--- src/rtl/vbr_pkg.sv ---
`timescale 1ns/1ps
package vbr_pkg;
  // bus data width is fixed by the 2-bit byte-lane field
  localparam int DW    = 32;
  localparam int LANES = DW / 8;

  typedef enum logic [2:0] {
    ST_IDLE,   // waiting for an address strobe
    ST_SKIP,   // cycle not for this card, wait for strobe release
    ST_SEL,    // selected, waiting for a beat
    ST_FETCH,  // memory read in flight
    ST_LOAD,   // data on the lines, acknowledge next
    ST_ACK,    // acknowledge active, waiting for strobe release
    ST_REL     // acknowledge driven high for one clock
  } beat_state_e;
endpackage

--- src/rtl/vbr_sync.sv ---
`timescale 1ns/1ps
module vbr_sync #(
  parameter int W      = 1,
  parameter int STAGES = 2,
  parameter logic [W-1:0] RST_VAL = '1
) (
  input  logic         clk,
  input  logic         rst_n,
  input  logic [W-1:0] d,
  output logic [W-1:0] q
);
  logic [W-1:0] chain [STAGES];

  generate
    for (genvar s = 0; s < STAGES; s++) begin : g_stage
      if (s == 0) begin : g_first
        always_ff @(posedge clk) begin
          if (!rst_n) chain[0] <= RST_VAL;
          else        chain[0] <= d;
        end
      end else begin : g_next
        always_ff @(posedge clk) begin
          if (!rst_n) chain[s] <= RST_VAL;
          else        chain[s] <= chain[s-1];
        end
      end
    end
  endgenerate

  assign q = chain[STAGES-1];
endmodule

--- src/rtl/vbr_cfg_regs.sv ---
`timescale 1ns/1ps
module vbr_cfg_regs #(
  parameter int CFG_AW = 19,
  parameter int DEPTH  = 64,
  parameter logic [CFG_AW-1:0] OFS_ENABLE = 19'h7FFFB,
  parameter logic [CFG_AW-1:0] OFS_WINDOW = 19'h7FF63,
  parameter logic [CFG_AW-1:0] OFS_AMCODE = 19'h7FF6F,
  localparam int IW = $clog2(DEPTH),
  localparam int LANES = vbr_pkg::LANES
) (
  input  logic              clk,
  input  logic              rst_n,
  input  logic              wr_fire,
  input  logic [CFG_AW-1:0] wr_addr,
  input  logic [7:0]        wr_data,
  output logic              card_en,
  output logic [7:0]        win_byte,
  output logic [5:0]        am_code,
  output logic              mem_we,
  output logic [LANES-1:0]  mem_be,
  output logic [IW-1:0]     mem_idx
);
  localparam int MEM_BYTES = DEPTH * LANES;

  logic in_mem;
  assign in_mem  = wr_addr < CFG_AW'(MEM_BYTES);
  assign mem_we  = wr_fire && in_mem;
  assign mem_idx = wr_addr[IW+1:2];

  // lane 0 of the offset is the most significant byte of the word
  generate
    for (genvar l = 0; l < LANES; l++) begin : g_lane
      assign mem_be[l] = mem_we && (wr_addr[1:0] == 2'(LANES - 1 - l));
    end
  endgenerate

  always_ff @(posedge clk) begin
    if (!rst_n) begin
      card_en  <= 1'b0;
      win_byte <= 8'h00;
      am_code  <= 6'h00;
    end else if (wr_fire) begin
      if (wr_addr == OFS_ENABLE) card_en  <= wr_data[4];
      if (wr_addr == OFS_WINDOW) win_byte <= wr_data;
      if (wr_addr == OFS_AMCODE) am_code  <= wr_data[7:2];
    end
  end

  logic unused_cfg_bits;
  assign unused_cfg_bits = ^wr_data[1:0];
endmodule

--- src/rtl/vbr_ram.sv ---
`timescale 1ns/1ps
module vbr_ram #(
  parameter int DEPTH = 64,
  localparam int IW = $clog2(DEPTH),
  localparam int DW = vbr_pkg::DW,
  localparam int LANES = vbr_pkg::LANES
) (
  input  logic             clk,
  input  logic             we,
  input  logic [LANES-1:0] be,
  input  logic             re,
  input  logic [IW-1:0]    addr,
  input  logic [DW-1:0]    wdata,
  output logic [DW-1:0]    rdata
);
  logic [DW-1:0] mem [DEPTH];

  always_ff @(posedge clk) begin
    if (we) begin
      for (int l = 0; l < LANES; l++) begin
        if (be[l]) mem[addr][l*8 +: 8] <= wdata[l*8 +: 8];
      end
    end
    if (re) rdata <= mem[addr];
  end
endmodule

--- src/rtl/vbr_beat_engine.sv ---
`timescale 1ns/1ps
module vbr_beat_engine
  import vbr_pkg::*;
#(
  parameter int DEPTH = 64,
  localparam int IW = $clog2(DEPTH)
) (
  input  logic          clk,
  input  logic          rst_n,
  input  logic          astb_s,
  input  logic [1:0]    dstb_s,
  input  logic [31:0]   bus_addr,
  input  logic [5:0]    bus_am,
  input  logic          bus_lw_n,
  input  logic          card_en,
  input  logic [7:0]    win_byte,
  input  logic [5:0]    am_code,
  output logic          ram_re,
  output logic [IW-1:0] ram_idx,
  input  logic [DW-1:0] ram_rdata,
  output logic [DW-1:0] dout,
  output logic          dout_oe,
  output logic          ack_n,
  output logic          ack_oe,
  output logic          idle,
  output logic [1:0]    start_lo
);
  beat_state_e   state;
  logic          astb_q;
  logic          astb_fall;
  logic          hit;
  logic [IW-1:0] base_idx;
  logic [IW-1:0] beat_cnt;
  logic          beat_go;

  assign astb_fall = astb_q && !astb_s;
  assign hit = card_en
            && (bus_am == am_code)
            && (bus_addr[31:24] == win_byte)
            && (bus_addr[1:0] == 2'b00)
            && !bus_lw_n;

  assign beat_go = (state == ST_SEL) && !astb_s && (dstb_s == 2'b00);
  assign ram_re  = beat_go;
  assign ram_idx = base_idx + beat_cnt;
  assign idle    = (state == ST_IDLE);

  always_ff @(posedge clk) begin
    if (!rst_n) begin
      state    <= ST_IDLE;
      astb_q   <= 1'b1;
      base_idx <= '0;
      beat_cnt <= '0;
      start_lo <= 2'b00;
      dout     <= '0;
      dout_oe  <= 1'b0;
      ack_n    <= 1'b1;
      ack_oe   <= 1'b0;
    end else begin
      astb_q <= astb_s;
      case (state)
        ST_IDLE: begin
          if (astb_fall) begin
            base_idx <= bus_addr[IW+1:2];
            start_lo <= bus_addr[1:0];
            beat_cnt <= '0;
            state    <= hit ? ST_SEL : ST_SKIP;
          end
        end
        ST_SKIP: begin
          if (astb_s) state <= ST_IDLE;
        end
        ST_SEL: begin
          if (astb_s) begin
            beat_cnt <= '0;
            state    <= ST_IDLE;
          end else if (beat_go) begin
            state <= ST_FETCH;
          end
        end
        ST_FETCH: begin
          dout    <= ram_rdata;
          dout_oe <= 1'b1;
          state   <= ST_LOAD;
        end
        ST_LOAD: begin
          ack_n  <= 1'b0;
          ack_oe <= 1'b1;
          state  <= ST_ACK;
        end
        ST_ACK: begin
          if (dstb_s == 2'b11) begin
            ack_n <= 1'b1;
            state <= ST_REL;
          end
        end
        ST_REL: begin
          ack_oe   <= 1'b0;
          dout_oe  <= 1'b0;
          beat_cnt <= beat_cnt + 1'b1;
          state    <= ST_SEL;
        end
        default: state <= ST_IDLE;
      endcase
    end
  end

  logic unused_addr_bits;
  assign unused_addr_bits = ^bus_addr[23:IW+2];
endmodule

--- src/rtl/vbr_blt_slave.sv ---
`timescale 1ns/1ps
module vbr_blt_slave #(
  parameter int DEPTH       = 64,
  parameter int SYNC_STAGES = 2,
  parameter int CFG_AW      = 19,
  parameter logic [CFG_AW-1:0] OFS_ENABLE = 19'h7FFFB,
  parameter logic [CFG_AW-1:0] OFS_WINDOW = 19'h7FF63,
  parameter logic [CFG_AW-1:0] OFS_AMCODE = 19'h7FF6F
) (
  input  logic              clk,
  input  logic              rst_n,
  input  logic              cfg_valid,
  output logic              cfg_ready,
  input  logic [CFG_AW-1:0] cfg_addr,
  input  logic [7:0]        cfg_data,
  input  logic [31:0]       bus_addr,
  input  logic [5:0]        bus_am,
  input  logic              bus_astb_n,
  input  logic [1:0]        bus_dstb_n,
  input  logic              bus_lw_n,
  output logic [31:0]       bus_dout,
  output logic              bus_dout_oe,
  output logic              bus_ack_n,
  output logic              bus_ack_oe
);
  import vbr_pkg::*;
  localparam int IW = $clog2(DEPTH);

  logic [2:0]       strb_s;
  logic             astb_s;
  logic [1:0]       dstb_s;
  logic             cfg_fire;
  logic             card_en;
  logic [7:0]       win_byte;
  logic [5:0]       am_code;
  logic             mem_we;
  logic [LANES-1:0] mem_be;
  logic [IW-1:0]    mem_idx;
  logic             ram_re;
  logic [IW-1:0]    rd_idx;
  logic [IW-1:0]    ram_addr;
  logic [DW-1:0]    ram_rdata;
  logic             eng_idle;
  logic [1:0]       start_lo;

  vbr_sync #(.W(3), .STAGES(SYNC_STAGES), .RST_VAL(3'b111)) u_sync (
    .clk   (clk),
    .rst_n (rst_n),
    .d     ({bus_astb_n, bus_dstb_n}),
    .q     (strb_s)
  );
  assign astb_s = strb_s[2];
  assign dstb_s = strb_s[1:0];

  assign cfg_ready = eng_idle && astb_s;
  assign cfg_fire  = cfg_valid && cfg_ready;

  vbr_cfg_regs #(
    .CFG_AW(CFG_AW), .DEPTH(DEPTH),
    .OFS_ENABLE(OFS_ENABLE), .OFS_WINDOW(OFS_WINDOW), .OFS_AMCODE(OFS_AMCODE)
  ) u_cfg (
    .clk      (clk),
    .rst_n    (rst_n),
    .wr_fire  (cfg_fire),
    .wr_addr  (cfg_addr),
    .wr_data  (cfg_data),
    .card_en  (card_en),
    .win_byte (win_byte),
    .am_code  (am_code),
    .mem_we   (mem_we),
    .mem_be   (mem_be),
    .mem_idx  (mem_idx)
  );

  // reads happen only while not idle, writes only while idle
  assign ram_addr = ram_re ? rd_idx : mem_idx;

  vbr_ram #(.DEPTH(DEPTH)) u_ram (
    .clk   (clk),
    .we    (mem_we),
    .be    (mem_be),
    .re    (ram_re),
    .addr  (ram_addr),
    .wdata ({LANES{cfg_data}}),
    .rdata (ram_rdata)
  );

  vbr_beat_engine #(.DEPTH(DEPTH)) u_eng (
    .clk       (clk),
    .rst_n     (rst_n),
    .astb_s    (astb_s),
    .dstb_s    (dstb_s),
    .bus_addr  (bus_addr),
    .bus_am    (bus_am),
    .bus_lw_n  (bus_lw_n),
    .card_en   (card_en),
    .win_byte  (win_byte),
    .am_code   (am_code),
    .ram_re    (ram_re),
    .ram_idx   (rd_idx),
    .ram_rdata (ram_rdata),
    .dout      (bus_dout),
    .dout_oe   (bus_dout_oe),
    .ack_n     (bus_ack_n),
    .ack_oe    (bus_ack_oe),
    .idle      (eng_idle),
    .start_lo  (start_lo)
  );
endmodule

--- config.mk ---
export PLATFORM = sky130hd
export DESIGN_NAME = vbr_blt_slave
export DESIGN_NICKNAME = d
export VERILOG_FILES = /design/src/rtl/vbr_pkg.sv /design/src/rtl/vbr_sync.sv /design/src/rtl/vbr_cfg_regs.sv /design/src/rtl/vbr_ram.sv /design/src/rtl/vbr_beat_engine.sv /design/src/rtl/vbr_blt_slave.sv
export SDC_FILE = /design/constraint.sdc
export NUM_CORES = 2
export LEC_CHECK = 0
export BUFFER_PORTS_ARGS = -buffer_cell sky130_fd_sc_hd__clkbuf_2
export CORE_AREA = 8 8 352 696
export CTS_CLUSTER_SIZE = 24
export DETAILED_ROUTE_END_ITERATION = 6
export DIE_AREA = 0 0 360 704
export PLACE_DENSITY_LB_ADDON = 0.2
export RECOVER_POWER = 100
export SETUP_SLACK_MARGIN = 0.3
export SYNTH_ARGS = -nofsm -noshare
export SYNTH_HDL_FRONTEND = slang
export SYNTH_SLANG_ARGS = --single-unit
--- constraint.sdc ---
create_clock -name clk -period 5 [get_ports clk]
set_input_delay 0.25 -clock clk [delete_from_list [all_inputs] [get_ports clk]]
set_output_delay 0.25 -clock clk [all_outputs]
set_load 0.01 [all_outputs]
==> summary.md <==
| Metric | Value |
|---|---|
| Status | `finished, violations left` |
| Failing checks | `capacitance limit, slew limit` |
| Seq pwr share | `0.551` |
| Yosys cell types | `65` |
| H-tree levels | `4` |
| Area delta synth->final | `15.3%` |
| Combinational share of power | `0.048` |
| Fin nets | `5,364` |
| Layout cells sized above 1 | `0.146` |
| Worst-Margin Slew | `4.50 ns` |
| Met2 wire length | `147 mm` |
| Highest metal used | `met5` |
| Post-synth ARST share | `0` |
| Final ANT Viol Nets | `0` |
| Startpoint types | `flip-flop` |
| Initial DRC Count | `4,198` |
| Clock power share | `0.401` |
| Synth Area in Compound Gates | `0.158` |
| Max-cap viol count | `13` |
| Syn Inst Count | `between 4,000 and 5,000` |
| Root buffer cell | `clkbuf_16` |
| Reg clk slew, reported paths | `0.07 ns` |
| Sw frac | `0.218` |
| Pwr dens | `379 nW/um^2` |
| Rel. slew slack | `-2.00` |
| Total Power | `35.9 mW` |
| Top-count cell post-synth | `edfxtp_1` |
| Peak VDD IR | `286 uV` |
| Final HPWL DP | `176 mm` |
| FP Rows | `between 200 and 300` |
| Cell taking the most area after synthesis | `edfxtp_1` |
| Sequential cell area fraction in the yosys report | `0.779` |
| Synth Warn # | `0` |
| Met1 Routed Length | `95.6 mm` |
| First-pass GRT wire length | `379 mm` |
| Port bufs | `between 90 and 100` |
| Synthesized flop and latch total | `around 2,200` |
| Critical path required time | `5.56 ns` |
| Crit-path max FO | `29` |
| Class of the worst hold path | `input port to flip-flop` |
| Placed cells | `8,125` |
| Initial Util | `0.348` |
| Synthesized area | `82,100 sq um` |
| Max Clk Rate | `207 MHz` |
| Critical Path Sink Type | `flip-flop` |
| Area share of the largest cell type after synthesis | `0.761` |
| Worst EP arrival | `5.39 ns` |
| Finished Layout Cells | `8,481` |
| Synth Area in Simple Gates | `0.0374` |
| Post-route cell area | `~95,000 sq um` |
| Critical path class | `flip-flop to flip-flop` |
| Placed Area | `89,300 sq um` |
| Post-synth EDFFs | `2,080` |
| Hold_ws | `0.0704 ns` |
| Net switching power | `7.81 mW` |
| DR DRC count | `0` |
| Max Root-Sink Buffers | `4` |
| Chip height | `704 um` |
| Commonest cells in the netlist | `edfxtp_1 (2,080), a22oi_1 (623), o21a_1 (310)` |
| Slew Limit Fails | `approximately 1,100` |
| RSZ-0062 raised after global routing | `false` |
| Adder-Cell Fraction of Synth Area | `0.00116` |
| Vias in the first global route | `a little under 50,000` |
| Clk_skew | `about 0.055 ns` |
| Setup TNS | `0 ns` |
| Syn Nets | `4,988` |
| Fin. Hold Viols | `0` |
| Post-route minimum period | `4.82 ns` |
| Synth top area cells | `edfxtp_1 (76%), a22oi_1 (5.7%), o21a_1 (2.8%)` |
| Die Wd | `360 um` |
| WL final | `272 mm` |
| Via Count | `slightly below 50,000` |
| Clock latency on the worst-skew pair | `0.85 ns` |
| Synth Area in XOR/XNOR | `0.00235` |
| Met3 routed WL | `12.1 mm` |
| Total global-route track usage | `0.205` |
| GPL Wtd Cong | `just under 0.9` |
| CTS tree | `built` |
| Io pins | `108` |
| Via/cell ratio | `5.74` |
| Internal power | `28.1 mW` |
| Drt wl/cell | `32.1 um` |
| Die area | `253,000 sq um` |
| Main combinational cell family by area after synthesis | `compound AO/OA/AOI/OAI gates` |
| Mux contribution to synthesized area | `0.00332` |
| Final Setup Violations | `0` |
| P_leak | `28.9 nW` |
| Grt ovf | `0` |
| Syn avg cell area | `between 15 and 20 sq um` |
| Core area | `236,000 sq um` |
| TritonCTS buffer count | `around 190` |
| Crit share post-route | `0.965` |
| Pin count of the biggest net entering global routing | `140` |
| Top FF cell, synth | `edfxtp_1` |
| First-pass DRT Iterations | `6` |
| CTS Sinks | `2,152` |
| Initial antenna violation count | `7` |
==> worst max-delay path, cell delays in order (launching register included) <==
cell and delay [ns]:
dfxtp_1 0.35, ha_1 0.24, fa_1 0.53, xnor2_2 0.55
nor4_2 0.18, clkbuf_4 0.37, o21a_1 0.27, a2111oi_0 0.87
a31o_2 0.28, a21oi_1 0.09, buf_4 0.18, or4_1 0.56
==> timing repair <==
action | 4_1_cts | 5_1_grt
hold buffers | 18 | 0
buffers inserted | 0 | 0
pin swaps | 0 | 0
setup endpoints to repair | 24 | 95
gates resized for setup | 5 | 12
hold endpoints to repair | 316 | 0
==> layout make-up <==
| class | instances | area [sq um] |
|---|---|---|
| Clock inverter | 104 | 885 |
| Fill cell | 21500 | 141000 |
| Inverter | 6 | 22.5 |
| Sequential cell | 2152 | 63900 |
| Tap cell | 3048 | 3810 |
| Multi-Input combinational cell | 2364 | 16800 |
| Antenna cell | 4 | 10.0 |
| Clock buffer | 229 | 4940 |
| Timing Repair Buffer | 574 | 4210 |
==> per-layer routing <==
layer / global-route usage / vias to the layer above
met5: 0 / -
met4: 0.110 / 8
met1: 0.220 / 25400
met3: 0.0211 / 555
met2: 0.393 / 1739
li1: - / 21000
==> registers in the layout, summed over array words and instances (netlist names) <==
signal	count
u_eng.state	3
u_eng.ack_oe	1
u_eng.base_idx	6
u_cfg.am_code	6
u_eng.ack_n	1
u_eng.beat_cnt	6
u_eng.astb_q	1
u_cfg.card_en	1
u_ram.rdata	32
u_sync.chain	6
u_eng.dout_oe	1
u_cfg.win_byte	8
u_ram.mem	2048
u_eng.dout	32
==> cell families after synthesis <==
logic type	count (synthesis)
AO/OA/AOI/OAI	1690
buffers and inverters	393
AND/OR/NAND/NOR	618
XOR/XNOR	22
adder cells (fa/ha/maj)	7
flip-flops	2152
multiplexers	27
==> power groups by stage <==
stage               logic (mW)  registers [mW]  clock network [mW]
global route              1.80            19.8                15.2
detailed placement        1.74            20.2                   0
finish                    1.73            19.8                14.4
global placement          1.73            20.2                   0
floorplan                0.702            20.2                   0
CTS                       1.76            19.8                14.6
==> cell usage in the layout, fill, tap and decap left out, types with 54 or more instances in the layout <==
cell	count
o21a_1	310
a31o_2	89
nor2_1	215
clkbuf_1	189
edfxtp_1	2080
a2111oi_0	105
clkbuf_16	191
buf_12	54
o21ai_0	95
buf_4	235
nor3_1	59
a22o_1	97
nand2_1	103
a22oi_1	623
clkbuf_2	105
dfxtp_1	72
a21oi_1	102
a41o_1	88
==> worst paths after layout <==
check        slack (ns)               start                 end  cells after the start
max                0.18   u_eng.beat_cnt[0]      u_ram.rdata[4]                     11
min                0.07         bus_addr[0]      u_eng.state[1]                      7
max reg2reg        0.18   u_eng.beat_cnt[0]      u_ram.rdata[4]                     11
min reg2reg        0.45  u_sync.chain[0][1]  u_sync.chain[1][1]                      1
==> per-stage QoR <==
stage | util | setup slack [ns]
6_report | 0.402 | 0.176
5_1_grt | 0.402 | 0.157
3_3_place_gp | 0.379 | 0.0844
3_5_place_dp | 0.379 | 0.0914
2_1_floorplan | - | 1.33
4_1_cts | 0.405 | 0.266
(Power assumes the default switching activity.)
